[config.mk]
export PLATFORM = sky130hd
export DESIGN_NAME = rstcfg_capture
export DESIGN_NICKNAME = d
export VERILOG_FILES = /design/src/rtl/rstcfg_pkg.sv /design/src/rtl/rstcfg_sampler.sv /design/src/rtl/rstcfg_decode.sv /design/src/rtl/rstcfg_clear.sv /design/src/rtl/rstcfg_resp.sv /design/src/rtl/rstcfg_capture.sv
export SDC_FILE = /design/constraint.sdc
export NUM_CORES = 1
export LEC_CHECK = 0
export ABC_AREA = 0
export CORE_MARGIN = 10
export CORE_UTILIZATION = 27
export CTS_CLUSTER_DIAMETER = 60
export DETAILED_ROUTE_END_ITERATION = 16
export PLACE_DENSITY = 0.75
export SLEW_MARGIN = 20
export SYNTH_ARGS = -nofsm -noshare
export SYNTH_HDL_FRONTEND = slang
export SYNTH_SLANG_ARGS = --single-unit
[constraint.sdc]
create_clock -name clk -period 1.36 [get_ports clk]
set_input_delay 0.408 -clock clk [delete_from_list [all_inputs] [get_ports clk]]
set_output_delay 0.408 -clock clk [all_outputs]
set_load 0.05 [all_outputs]
[src/rtl/rstcfg_pkg.sv]
package rstcfg_pkg;

  typedef enum logic [1:0] {
    PS_8  = 2'd0,
    PS_16 = 2'd1,
    PS_32 = 2'd2
  } psize_e;

  typedef struct packed {
    psize_e     size;
    logic [1:0] dly;
    logic       same_edge;
    logic       early;
    logic       cinh;
    logic       err;
  } cfg_t;

  // Positions of the option fields inside the captured byte
  localparam int unsigned POS_CHK   = 0;
  localparam int unsigned POS_SIZE  = 1;
  localparam int unsigned POS_DLY   = 3;
  localparam int unsigned POS_EDGE  = 5;
  localparam int unsigned POS_EARLY = 6;
  localparam int unsigned POS_CINH  = 7;

  function automatic logic [1:0] ack_code(psize_e s);
    case (s)
      PS_8:    ack_code = 2'b01;
      PS_16:   ack_code = 2'b10;
      default: ack_code = 2'b11;
    endcase
  endfunction

endpackage

[src/rtl/rstcfg_sampler.sv]
module rstcfg_sampler #(
  parameter int unsigned CFG_W = 8
) (
  input  logic             clk,
  input  logic             rst_n,
  input  logic [CFG_W-1:0] cfg_in,
  output logic [CFG_W-1:0] raw_o
);
  logic [CFG_W-1:0] shadow_q;
  logic [CFG_W-1:0] raw_q;
  logic             in_rst_q;

  always_ff @(posedge clk) begin
    if (!rst_n) begin
      shadow_q <= cfg_in;
      in_rst_q <= 1'b1;
    end else begin
      in_rst_q <= 1'b0;
      if (in_rst_q) raw_q <= shadow_q;
    end
  end

  assign raw_o = raw_q;


  cfg_frozen_chk: assert property (@(posedge clk) disable iff (!rst_n)
    !in_rst_q |=> $stable(raw_q));

endmodule

[src/rtl/rstcfg_decode.sv]
module rstcfg_decode
  import rstcfg_pkg::*;
#(
  parameter int unsigned CFG_W = 8
) (
  input  logic [CFG_W-1:0] raw_i,
  output cfg_t             cfg_o
);
  logic [1:0] size_bits;
  logic [1:0] dly_bits;

  assign size_bits = raw_i[POS_SIZE +: 2];
  assign dly_bits  = raw_i[POS_DLY +: 2];

  always_comb begin
    case (size_bits)
      2'b00:   cfg_o.size = PS_8;
      2'b01:   cfg_o.size = PS_16;
      default: cfg_o.size = PS_32;
    endcase
    cfg_o.dly       = 2'd3 - dly_bits;
    cfg_o.same_edge = ~raw_i[POS_EDGE];
    cfg_o.early     = raw_i[POS_EARLY];
    cfg_o.cinh      = raw_i[POS_CINH];
    cfg_o.err       = ~raw_i[POS_CHK];
  end

endmodule

[src/rtl/rstcfg_clear.sv]
module rstcfg_clear #(
  parameter int unsigned NUM_BKPT = 8
) (
  input  logic                clk,
  input  logic                rst_n,
  output logic                tc_clr_o,
  output logic [NUM_BKPT-1:0] bkpt_clr_o,
  output logic                alc_clr_o
);
  logic clr_q;

  always_ff @(posedge clk) clr_q <= ~rst_n;

  assign tc_clr_o  = clr_q;
  assign alc_clr_o = clr_q;

  for (genvar g = 0; g < NUM_BKPT; g++) begin : g_bk
    assign bkpt_clr_o[g] = clr_q;
  end


  clr_follow_chk: assert property (@(posedge clk)
    !rst_n |=> (tc_clr_o && alc_clr_o && (&bkpt_clr_o)));


  clr_idle_chk: assert property (@(posedge clk) disable iff (!rst_n)
    rst_n |=> (tc_clr_o || alc_clr_o || (|bkpt_clr_o)) == !rst_n);

endmodule

[src/rtl/rstcfg_resp.sv]
module rstcfg_resp
  import rstcfg_pkg::*;
#(
  parameter int unsigned NUM_BKPT = 8,
  localparam int unsigned IDX_W   = (NUM_BKPT > 1) ? $clog2(NUM_BKPT) : 1
) (
  input  logic                clk,
  input  logic                rst_n,
  input  psize_e              size_i,
  input  logic                slv_req_i,
  input  logic                bk_req_i,
  input  logic [IDX_W-1:0]    bk_idx_i,
  input  logic [NUM_BKPT-1:0] bkpt_en_i,
  output logic [1:0]          slv_ack_o,
  output logic                berr_o
);
  logic [1:0] ack_q;
  logic       berr_q;

  always_ff @(posedge clk) begin
    ack_q  <= (rst_n && slv_req_i) ? ack_code(size_i) : 2'b00;
    berr_q <= rst_n && bk_req_i && !bkpt_en_i[bk_idx_i];
  end

  assign slv_ack_o = ack_q;
  assign berr_o    = berr_q;


  berr_due_chk: assert property (@(posedge clk) disable iff (!rst_n)
    (bk_req_i && !bkpt_en_i[bk_idx_i]) |=> berr_o);


  berr_cause_chk: assert property (@(posedge clk) disable iff (!rst_n)
    berr_o |-> $past(bk_req_i));


  ack_due_chk: assert property (@(posedge clk) disable iff (!rst_n)
    slv_req_i |=> (slv_ack_o != 2'b00));


  ack_quiet_chk: assert property (@(posedge clk) disable iff (!rst_n)
    !slv_req_i |=> (slv_ack_o == 2'b00));

endmodule

[src/rtl/rstcfg_capture.sv]
module rstcfg_capture
  import rstcfg_pkg::*;
#(
  parameter int unsigned DATA_W   = 32,
  parameter int unsigned CFG_W    = 8,
  parameter int unsigned NUM_BKPT = 8,
  localparam int unsigned IDX_W   = (NUM_BKPT > 1) ? $clog2(NUM_BKPT) : 1
) (
  input  logic                clk,
  input  logic                rst_n,
  input  logic [DATA_W-1:0]   data_i,
  input  logic                slv_req_i,
  input  logic                bk_req_i,
  input  logic [IDX_W-1:0]    bk_idx_i,
  input  logic [NUM_BKPT-1:0] bkpt_en_i,
  output logic                bus_iso_o,
  output logic [1:0]          size_o,
  output logic [1:0]          slv_ack_o,
  output logic [1:0]          extra_dly_o,
  output logic                same_edge_o,
  output logic                early_start_o,
  output logic                cinh_en_o,
  output logic                cfg_err_o,
  output logic                tc_en_clr_o,
  output logic [NUM_BKPT-1:0] bkpt_en_clr_o,
  output logic                alc_clr_o,
  output logic                berr_o
);
  logic [CFG_W-1:0] raw;
  cfg_t             cfg;
  logic             unused_hi;

  assign unused_hi = ^data_i[DATA_W-1:CFG_W];
  assign bus_iso_o = ~rst_n;

  rstcfg_sampler #(.CFG_W(CFG_W)) u_sampler (
    .clk    (clk),
    .rst_n  (rst_n),
    .cfg_in (data_i[CFG_W-1:0]),
    .raw_o  (raw)
  );

  rstcfg_decode #(.CFG_W(CFG_W)) u_decode (
    .raw_i (raw),
    .cfg_o (cfg)
  );

  rstcfg_clear #(.NUM_BKPT(NUM_BKPT)) u_clear (
    .clk        (clk),
    .rst_n      (rst_n),
    .tc_clr_o   (tc_en_clr_o),
    .bkpt_clr_o (bkpt_en_clr_o),
    .alc_clr_o  (alc_clr_o)
  );

  rstcfg_resp #(.NUM_BKPT(NUM_BKPT)) u_resp (
    .clk       (clk),
    .rst_n     (rst_n),
    .size_i    (cfg.size),
    .slv_req_i (slv_req_i),
    .bk_req_i  (bk_req_i),
    .bk_idx_i  (bk_idx_i),
    .bkpt_en_i (bkpt_en_i),
    .slv_ack_o (slv_ack_o),
    .berr_o    (berr_o)
  );

  assign size_o        = cfg.size;
  assign extra_dly_o   = cfg.dly;
  assign same_edge_o   = cfg.same_edge;
  assign early_start_o = cfg.early;
  assign cinh_en_o     = cfg.cinh;
  assign cfg_err_o     = cfg.err;


  iso_chk: assert property (@(posedge clk) disable iff (!rst_n)
    rst_n |-> !bus_iso_o);

endmodule

* Yosys cells after proc, flatten, opt, wreduce, memory -nomap -nowiden
Cells that the tools add are included.
** Storage, ports and cells
- Word-level logic and storage cells :: 25
- Flip-flop bits (word level) :: 21
** Operators by class
- Bitwise logic cells :: 3
- Add/subtract/negate cells :: 1
- Equal/unequal tests :: 2
- Muxes and demuxes :: 5
- Reduce and logical (&&, ||, !) cells :: 7
- Magnitude comparators :: 1
** Operators with widths (number)
- one-hot mux 2 bit (2 select lines) :: 2
- == test 2 x 1 -> 1 bit (second input constant) :: 2
- zero test 2 bit :: 2
- less-than comparator 3 x 4 -> 1 bit (second input constant) :: 1
- binary-select mux 1 bit (select 3 bit) :: 1
- logical AND 1 bit :: 3
- NOT 1 bit :: 3
- two-way mux 1 bit :: 2
- AND reduction 2 bit :: 1
- subtractor 2 bit (first input constant) :: 1
- zero test 1 bit :: 1

* Depth between registers and ports, before layout
Gate-level depths: netlist of the first run.
- Depth after elaboration :: 4
- Gate-level depth with buffers :: 4
- Mapped depth without buffers :: 3

* Modules after synthesis
From an unflattened synthesis of the first run, not the netlist that was laid out.
** Second synthesis, totals
- Cell total of the unflattened synthesis :: 54
- Area, all modules :: 799.5 µm²
** Modules (own cells, without submodules)
- rstcfg_sampler :: instances 1, area each 510.5 µm², cells each 19
- rstcfg_resp :: instances 1, area each 153.9 µm², cells each 15
- rstcfg_clear :: instances 1, area each 91.3 µm², cells each 11
- rstcfg_decode :: instances 1, area each 40.0 µm², cells each 8
- rstcfg_capture :: instances 1, area each 3.8 µm², cells each 1

* Worst setup path after synthesis of the first run
No wires, ideal clock.
- Path type :: register to output
- Start point :: register u_sampler.raw_q[2] (netlist: u_sampler.raw_o[2])
- End point :: output port size_o[0]
- Path slack :: -0.173 ns
- Path buffers :: 0
- Arrival :: 1.125 ns
- Data required time :: 0.952 ns
- Cell stages (with the launch flop) :: 2
- Path through :: edfxtp_1 -> nor2b_1
** Between the ends
- Cells in the longest elaborated chain, start to end :: 2
- Elaborated cells between the ends (all ways) :: 3
- Classes of those cells :: eq/ne: 1; mux: 1; reduce/logical: 1
** RTL lines
- start: declaration :: line rstcfg_sampler.sv:10 : logic [CFG_W-1:0] raw_q;
- start signal: assignment :: line rstcfg_sampler.sv:19 : if (in_rst_q) raw_q <= shadow_q;
- == test 2 x 1 -> 1 bit / zero test 2 bit (equally long branches) :: line rstcfg_decode.sv:16 : case (size_bits)
- one-hot mux 2 bit (2 select lines) * :: line rstcfg_decode.sv:16
- end: declaration :: line rstcfg_capture.sv:17 : output logic [1:0] size_o,
Every way passes the cells marked *; elsewhere a longest branch is shown, timed or not.

* Final worst setup path of the first run
Same ends and word-level chain as after synthesis.

==> summary.md, run 1 <==
| Metric | Value |
|---|---|
| Hold Crit Class | flip-flop to flip-flop |
| Hold buffer count at CTS | 0 |
| I/O pin count | 69 |
| Clock Latency Late Sink | between 200 and 300 ps |
| Worst VDD drop | approximately 560 µV |
| Unrepaired setup endpoints after global routing | yes |
| Clock Skew | 2.83 ps |
| Relative slew slack | 0.848 |
| Crit path setup slack, layout | -128 ps |
| Area of the multi-input gates | between 100 and 150 µm² |
| WS Path Type | flip-flop to primary output |
| Std cell rows | 19 |
| Pin count of the biggest net entering global routing | 13 |
| # port buffers | between 40 and 50 |
| CP max stage delay | around 420 ps |
| Maxcap violations | 0 |
| Layout Utilization | 0.560 |
| FILL cells | 234 |
| Design area | roughly 1500 µm² |
| Fin crit share | 1.09 |
| CP Launch Type | flip-flop |
| Final hold vios | 0 |
| CP max FO | 2 |
| CTS Buffer Depth | 2 |
| Share of cells above drive strength 1 | 0.440 |
| Global-route wire length before repair | 2.51 mm |
| DP Area | 1440 µm² |
| Synthesized area | between 700 and 800 µm² |
| Global route overflow | 0 |
| Drt wl/cell | roughly 14 µm |
| Routed WL | 1.75 mm |
| Core Area | 2710 µm² |
| Overall power | approximately 1.5 mW |
| Antenna violations before repair | 0 |
| Psw | approximately 330 µW |
| RD Place Congestion | 0.646 |
| Setup_tns | -395 ps |
| Fin crit period | 1490 ps |
| Iter 0 DRT Violations | 5 |
| Actual slew at the worst max-slew pin | approximately 230 ps |
| Clock sink count | 20 |
| Antenna cells | 0 |
| Register area share after synthesis | 0.745 |
| NumNets Final | roughly 140 |
| DP Cell Count | approximately 120 |
| Drt pass-1 iters | 3 |
| Syn-to-layout area delta | 102% |
| Initial core utilization | 0.277 |
| Clock power share | 0.309 |
| Outcome | finished with violations |
| Seq. cell area | around 560 µm² |
| Vias in the first global route | roughly 560 |
| Critical path, cell by cell | nor2b_2, buf_12 |
| Die area | 5300 µm² |
| Remaining DRCs | 0 |
| Detailed-route via count | about 490 |
| Pint | about 1.2 mW |
| Sw frac | 0.220 |
| Pwr/cell area | slightly below 1000 nW/µm² |
| Cells after Synth | 48 |
| Max Fclk | between 600 and 700 MHz |
| Clk slew on worst S/H paths | about 100 ps |
| CP Capture Type | primary output |
| Die width | 72.8 µm |
| Setup violators final | 12 |
| TritonCTS clock tree | yes |
| Seq cells post-synth | 20 |
| Post-synth net total | 95 |
| HPWL after DPL | roughly 1.5 mm |
| Setup slack at placement | -527 ps |
| CP Data Required Time | 950 ps |
| Avg Synthesized Cell Area | 15.7 µm² |
| Die height | around 73 µm |
| Critical-path top delay cell | edfxtp_1 |
| Failing checks | setup timing |
| Commonest non-fill, non-tap cell in the layout | buf_12 |
| Comb pwr share | 0.222 |
| Seq pwr share | 0.469 |
| Hold Slack | 429 ps |
| Post-Layout Cell Count | approximately 120 |
| Netlist cell types | 13 |
| Total CTS buffers | 3 |
| Critical Path AT | between 1000 and 1500 ps |
| Most frequent cells in the layout | buf_12 (24), edfxtp_1 (16), clkdlybuf4s50_1 (15), dlygate4sd2_1 (6) |
| DRT antenna net count | 0 |
| Root buffer cell | clkbuf_4 |
| DR vias/cell | 4.05 |
| Yosys warning total | 0 |
| Tot GR Track Use | 0.0661 |
| Htree depth | 1 |
| Leakage power | around 0.63 nW |
| Fin. max-slew vios | 0 |
-- cell families (layout without fill, tap and decap cells) --
family / count (synthesis) / after routing / share of synthesized area
flops: 20 / 20 / 0.745
buf+inv: 16 / 59 / 0.126
simple gates: 7 / 7 / 0.0449
mux: 5 / 5 / 0.0832
-- Yosys cell counts, drive strengths merged --
cell / count / area [µm²]
and2: 1 / 6.26
nor2: 3 / 11.3
nand2: 1 / 3.75
mux2i: 4 / 40.0
dfxtp: 4 / 80.1
edfxtp: 16 / 480
and3: 1 / 6.26
clkbuf: 2 / 8.75
inv: 5 / 18.8
nor2b: 1 / 6.26
mux4: 1 / 22.5
buf: 9 / 67.6
-- routing by layer --
metal / track usage / vias up / wire (µm) / share of wire
met1: 0.0431 / 218 / 492 / 0.28
met3: 0.0653 / 4 / 341 / 0.19
met5: 0 / - / 0 / 0
met2: 0.111 / 33 / 877 / 0.50
met4: 0.0443 / 0 / 38 / 0.022
li1: - / 239 / - / -
-- path summary, 6_finish.rpt --
path                              to  cells past startpoint                   from  slack [ps]
setup reg to reg  u_sampler.raw_o[4]                      3      u_clear.alc_clr_o         250
hold reg to reg   u_sampler.raw_o[7]                      0  u_sampler.shadow_q[7]         430
setup / recovery           size_o[0]                      2     u_sampler.raw_o[2]        -130
hold / removal    u_sampler.raw_o[7]                      0  u_sampler.shadow_q[7]         430
-- power by group through the flow --
stage	Sequential [mW]	Clock [mW]	Combinational (mW)
2_1_floorplan	0.745	0	0.120
3_3_place_gp	0.721	0	0.330
3_5_place_dp	0.721	0	0.336
4_1_cts	0.708	0.480	0.331
5_1_grt	0.711	0.497	0.348
6_report	0.708	0.466	0.335
-- timing repair --
item / CTS / global route
hold endpoints to repair: 0 / 0
pin swaps: 1 / 1
cloned: 0 / 1
setup endpoints to repair: 14 / 17
buffers inserted: 0 / 0
gates resized for setup: 9 / 5
-- state kept, by name (all words and copies together) (netlist names) --
name	count
u_resp.berr_o	1
u_resp.slv_ack_o	2
u_sampler.raw_o	8
u_sampler.shadow_q	8
u_clear.alc_clr_o	1
-- critical path: cells and delay by family, from the launching register on --
kind	cells	cell delay [ps]
buf+inv	1	160
simple gates	1	200
flops	1	420
-- area by class of cell --
type                    count  share of cell area
multi-input cells          12              0.0684
flip-flops and latches     20               0.371
clock buffers               3              0.0148
clock inverters             1              0.0198
repair buffers             50               0.488
well taps                  31              0.0255
inverters                   5              0.0124
(Power assumes the default switching activity.)
==> run 2: changes to the inputs <==
Settings changed: REMOVE_ABC_BUFFERS from default to 1.
==> summary.md, run 2 (synthesized netlist as in run 1, its figures left out) <==
| Metric | Value |
|---|---|
| Remaining DRCs | 0 (unchanged) |
| Crit path setup slack, layout | -99.8 ps (+28.5 ps) |
| Std cell rows | 19 (unchanged) |
| Setup slack at placement | -543 ps (-16.2 ps) |
| Iter 0 DRT Violations | 10 (+5) |
| Post-CTS Repair Setup Buffers | 0 (unchanged) |
| Outcome | finished with violations |
| Unrepaired setup endpoints after global routing | yes |
| CP Data Required Time | 950 ps (about the same) |
| Hold Crit Class | flip-flop to flip-flop |
| Critical-path top delay cell | edfxtp_1 |
| CP max FO | 2 (unchanged) |
| Drt wl/cell | 16.6 µm (+15%) |
| Detailed-route via count | 502 (+1.6%) |
| Overall power | 1.32 mW (-13%) |
| Layout Utilization | 0.551 (-0.00970) |
| Area of the multi-input gates | 104 µm² (unchanged) |
| Drt pass-1 iters | 3 (unchanged) |
| Fin. max-slew vios | 0 (unchanged) |
| Pin count of the biggest net entering global routing | 12 (-1) |
| Setup violators final | 12 (unchanged) |
| Actual slew at the worst max-slew pin | 246 ps (+18.1 ps) |
| DP Cell Count | 117 (unchanged) |
| NumNets Final | 139 (unchanged) |
| # port buffers | 44 (unchanged) |
| Total CTS buffers | 3 (unchanged) |
| Die area | 5300 µm² (unchanged) |
| Initial core utilization | 0.277 (unchanged) |
| Antenna violations before repair | 0 (unchanged) |
| Core Area | 2710 µm² (unchanged) |
| Setup_tns | -346 ps (+48.8 ps) |
| Failing checks | setup timing |
| Antenna cells | 0 (unchanged) |
| Die width | 72.8 µm (unchanged) |
| Commonest non-fill, non-tap cell in the layout | buf_12 |
| Clock Latency Late Sink | 290 ps (about the same) |
| Max Fclk | 685 MHz (+2.0%) |
| DRT antenna net count | 0 (unchanged) |
| Clock Skew | 7.54 ps (+4.70 ps) |
| Leakage power | 0.647 nW (+2.9%) |
| WS Path Type | flip-flop to primary output |
| TritonCTS clock tree | yes |
| Worst path bufs/invs | 1 (unchanged) |
| Critical Path AT | 1050 ps (-30 ps) |
| Share of cells above drive strength 1 | 0.418 (-0.0220) |
| Relative slew slack | 0.836 (-0.0121) |
| Fin crit period | 1460 ps (-28.5 ps) |
| DP Area | 1430 µm² (-1.1%) |
| Most frequent cells in the layout | buf_12 (23), edfxtp_1 (16), clkdlybuf4s50_1 (14) |
| Syn-to-layout area delta | 98.5% |
| I/O pin count | 69 (unchanged) |
| FILL cells | 239 (+2.1%) |
| Worst VDD drop | 548 µV (-2.3%) |
| Hold Slack | 435 ps (+5.98 ps) |
| Post-Layout Cell Count | 122 (unchanged) |
| HPWL after DPL | 1.66 mm (+12%) |
| Fin crit share | 1.07 (-0.0210) |
| Global-route wire length before repair | 2.84 mm (+13%) |
| CP Launch Type | flip-flop |
| Final hold vios | 0 (unchanged) |
| Htree depth | 1 (unchanged) |
| CP Capture Type | primary output |
| Critical path, cell by cell | nor2b_2, buf_12 |
| Die height | 72.8 µm (unchanged) |
| RD Place Congestion | 0.660 (+2.3%) |
| Pwr/cell area | 883 nW/µm² (-11%) |
| CP max stage delay | 420 ps (about the same) |
| Routed WL | 2.02 mm (+15%) |
| Crit-path leading delay family | flip-flops |
| Tot GR Track Use | 0.0703 (+0.00419) |
| DR vias/cell | 4.11 (+1.6%) |
| Global route overflow | 0 (unchanged) |
| Maxcap violations | 0 (unchanged) |
| Vias in the first global route | 525 (-6.4%) |
| Design area | 1490 µm² (-1.7%) |
| CTS Buffer Depth | 2 (unchanged) |
| Hold buffer count at CTS | 0 (unchanged) |
| Clock sink count | 20 (unchanged) |
| Root buffer cell | clkbuf_4 |
| Clk slew on worst S/H paths | 100 ps (about the same) |
| Seq. cell area | 564 µm² (unchanged) |
## run 2: cell types whose count changed in the layout (fill, tap and decap cells not counted), sizes merged
| cell | before | now |
|---|---|---|
| bufinv | 1 | 0 |
| clkdlybuf4s15 | 1 | 0 |
| clkdlybuf4s50 | 15 | 14 |
| clkinv | 0 | 1 |
| dlygate4sd2 | 6 | 4 |
| dlymetal6s2s | 0 | 4 |
## run 2: layout make-up
cell class | instances | share of cell area
Inverter | 5 | 0.0126
Multi-Input combinational cell | 12 | 0.0696
Clock inverter | 1 | 0.00251
Timing Repair Buffer | 50 | 0.496
Clock buffer | 3 | 0.0151
Tap cell | 31 | 0.0260
Sequential cell | 20 | 0.378
## run 2: timing repair
item / 4_1_cts / 5_1_grt
cloned: 0 / 1
setup endpoints to repair: 14 / 15
pin swaps: 1 / 0
resized for setup: 8 / 7
endpoints found under the hold margin: 0 / 0
## run 2: worst paths after layout
path | start | slack [ps] | cells after the start | to
min | u_sampler.shadow_q[0] | 430 | 0 | u_sampler.raw_o[0]
max reg2reg | u_clear.alc_clr_o | 210 | 3 | u_sampler.raw_o[0]
min reg2reg | u_sampler.shadow_q[0] | 430 | 0 | u_sampler.raw_o[0]
max | u_sampler.raw_o[2] | -100 | 2 | size_o[0]
## run 2: routing by layer
metal | share of wire | up-vias | track usage
met5 | 0 | - | 0
met4 | 0.017 | 0 | 0.0443
met3 | 0.081 | 2 | 0.0286
met2 | 0.57 | 20 | 0.121
met1 | 0.34 | 241 | 0.0678
li1 | - | 239 | -
## run 2: where the power goes
| group | internal (mW) | switching, mW |
|---|---|---|
| combinational | 0.181 | 0.154 |
| sequential | 0.696 | 0.0139 |
| clock | 0.106 | 0.167 |
| total | 0.983 | 0.335 |
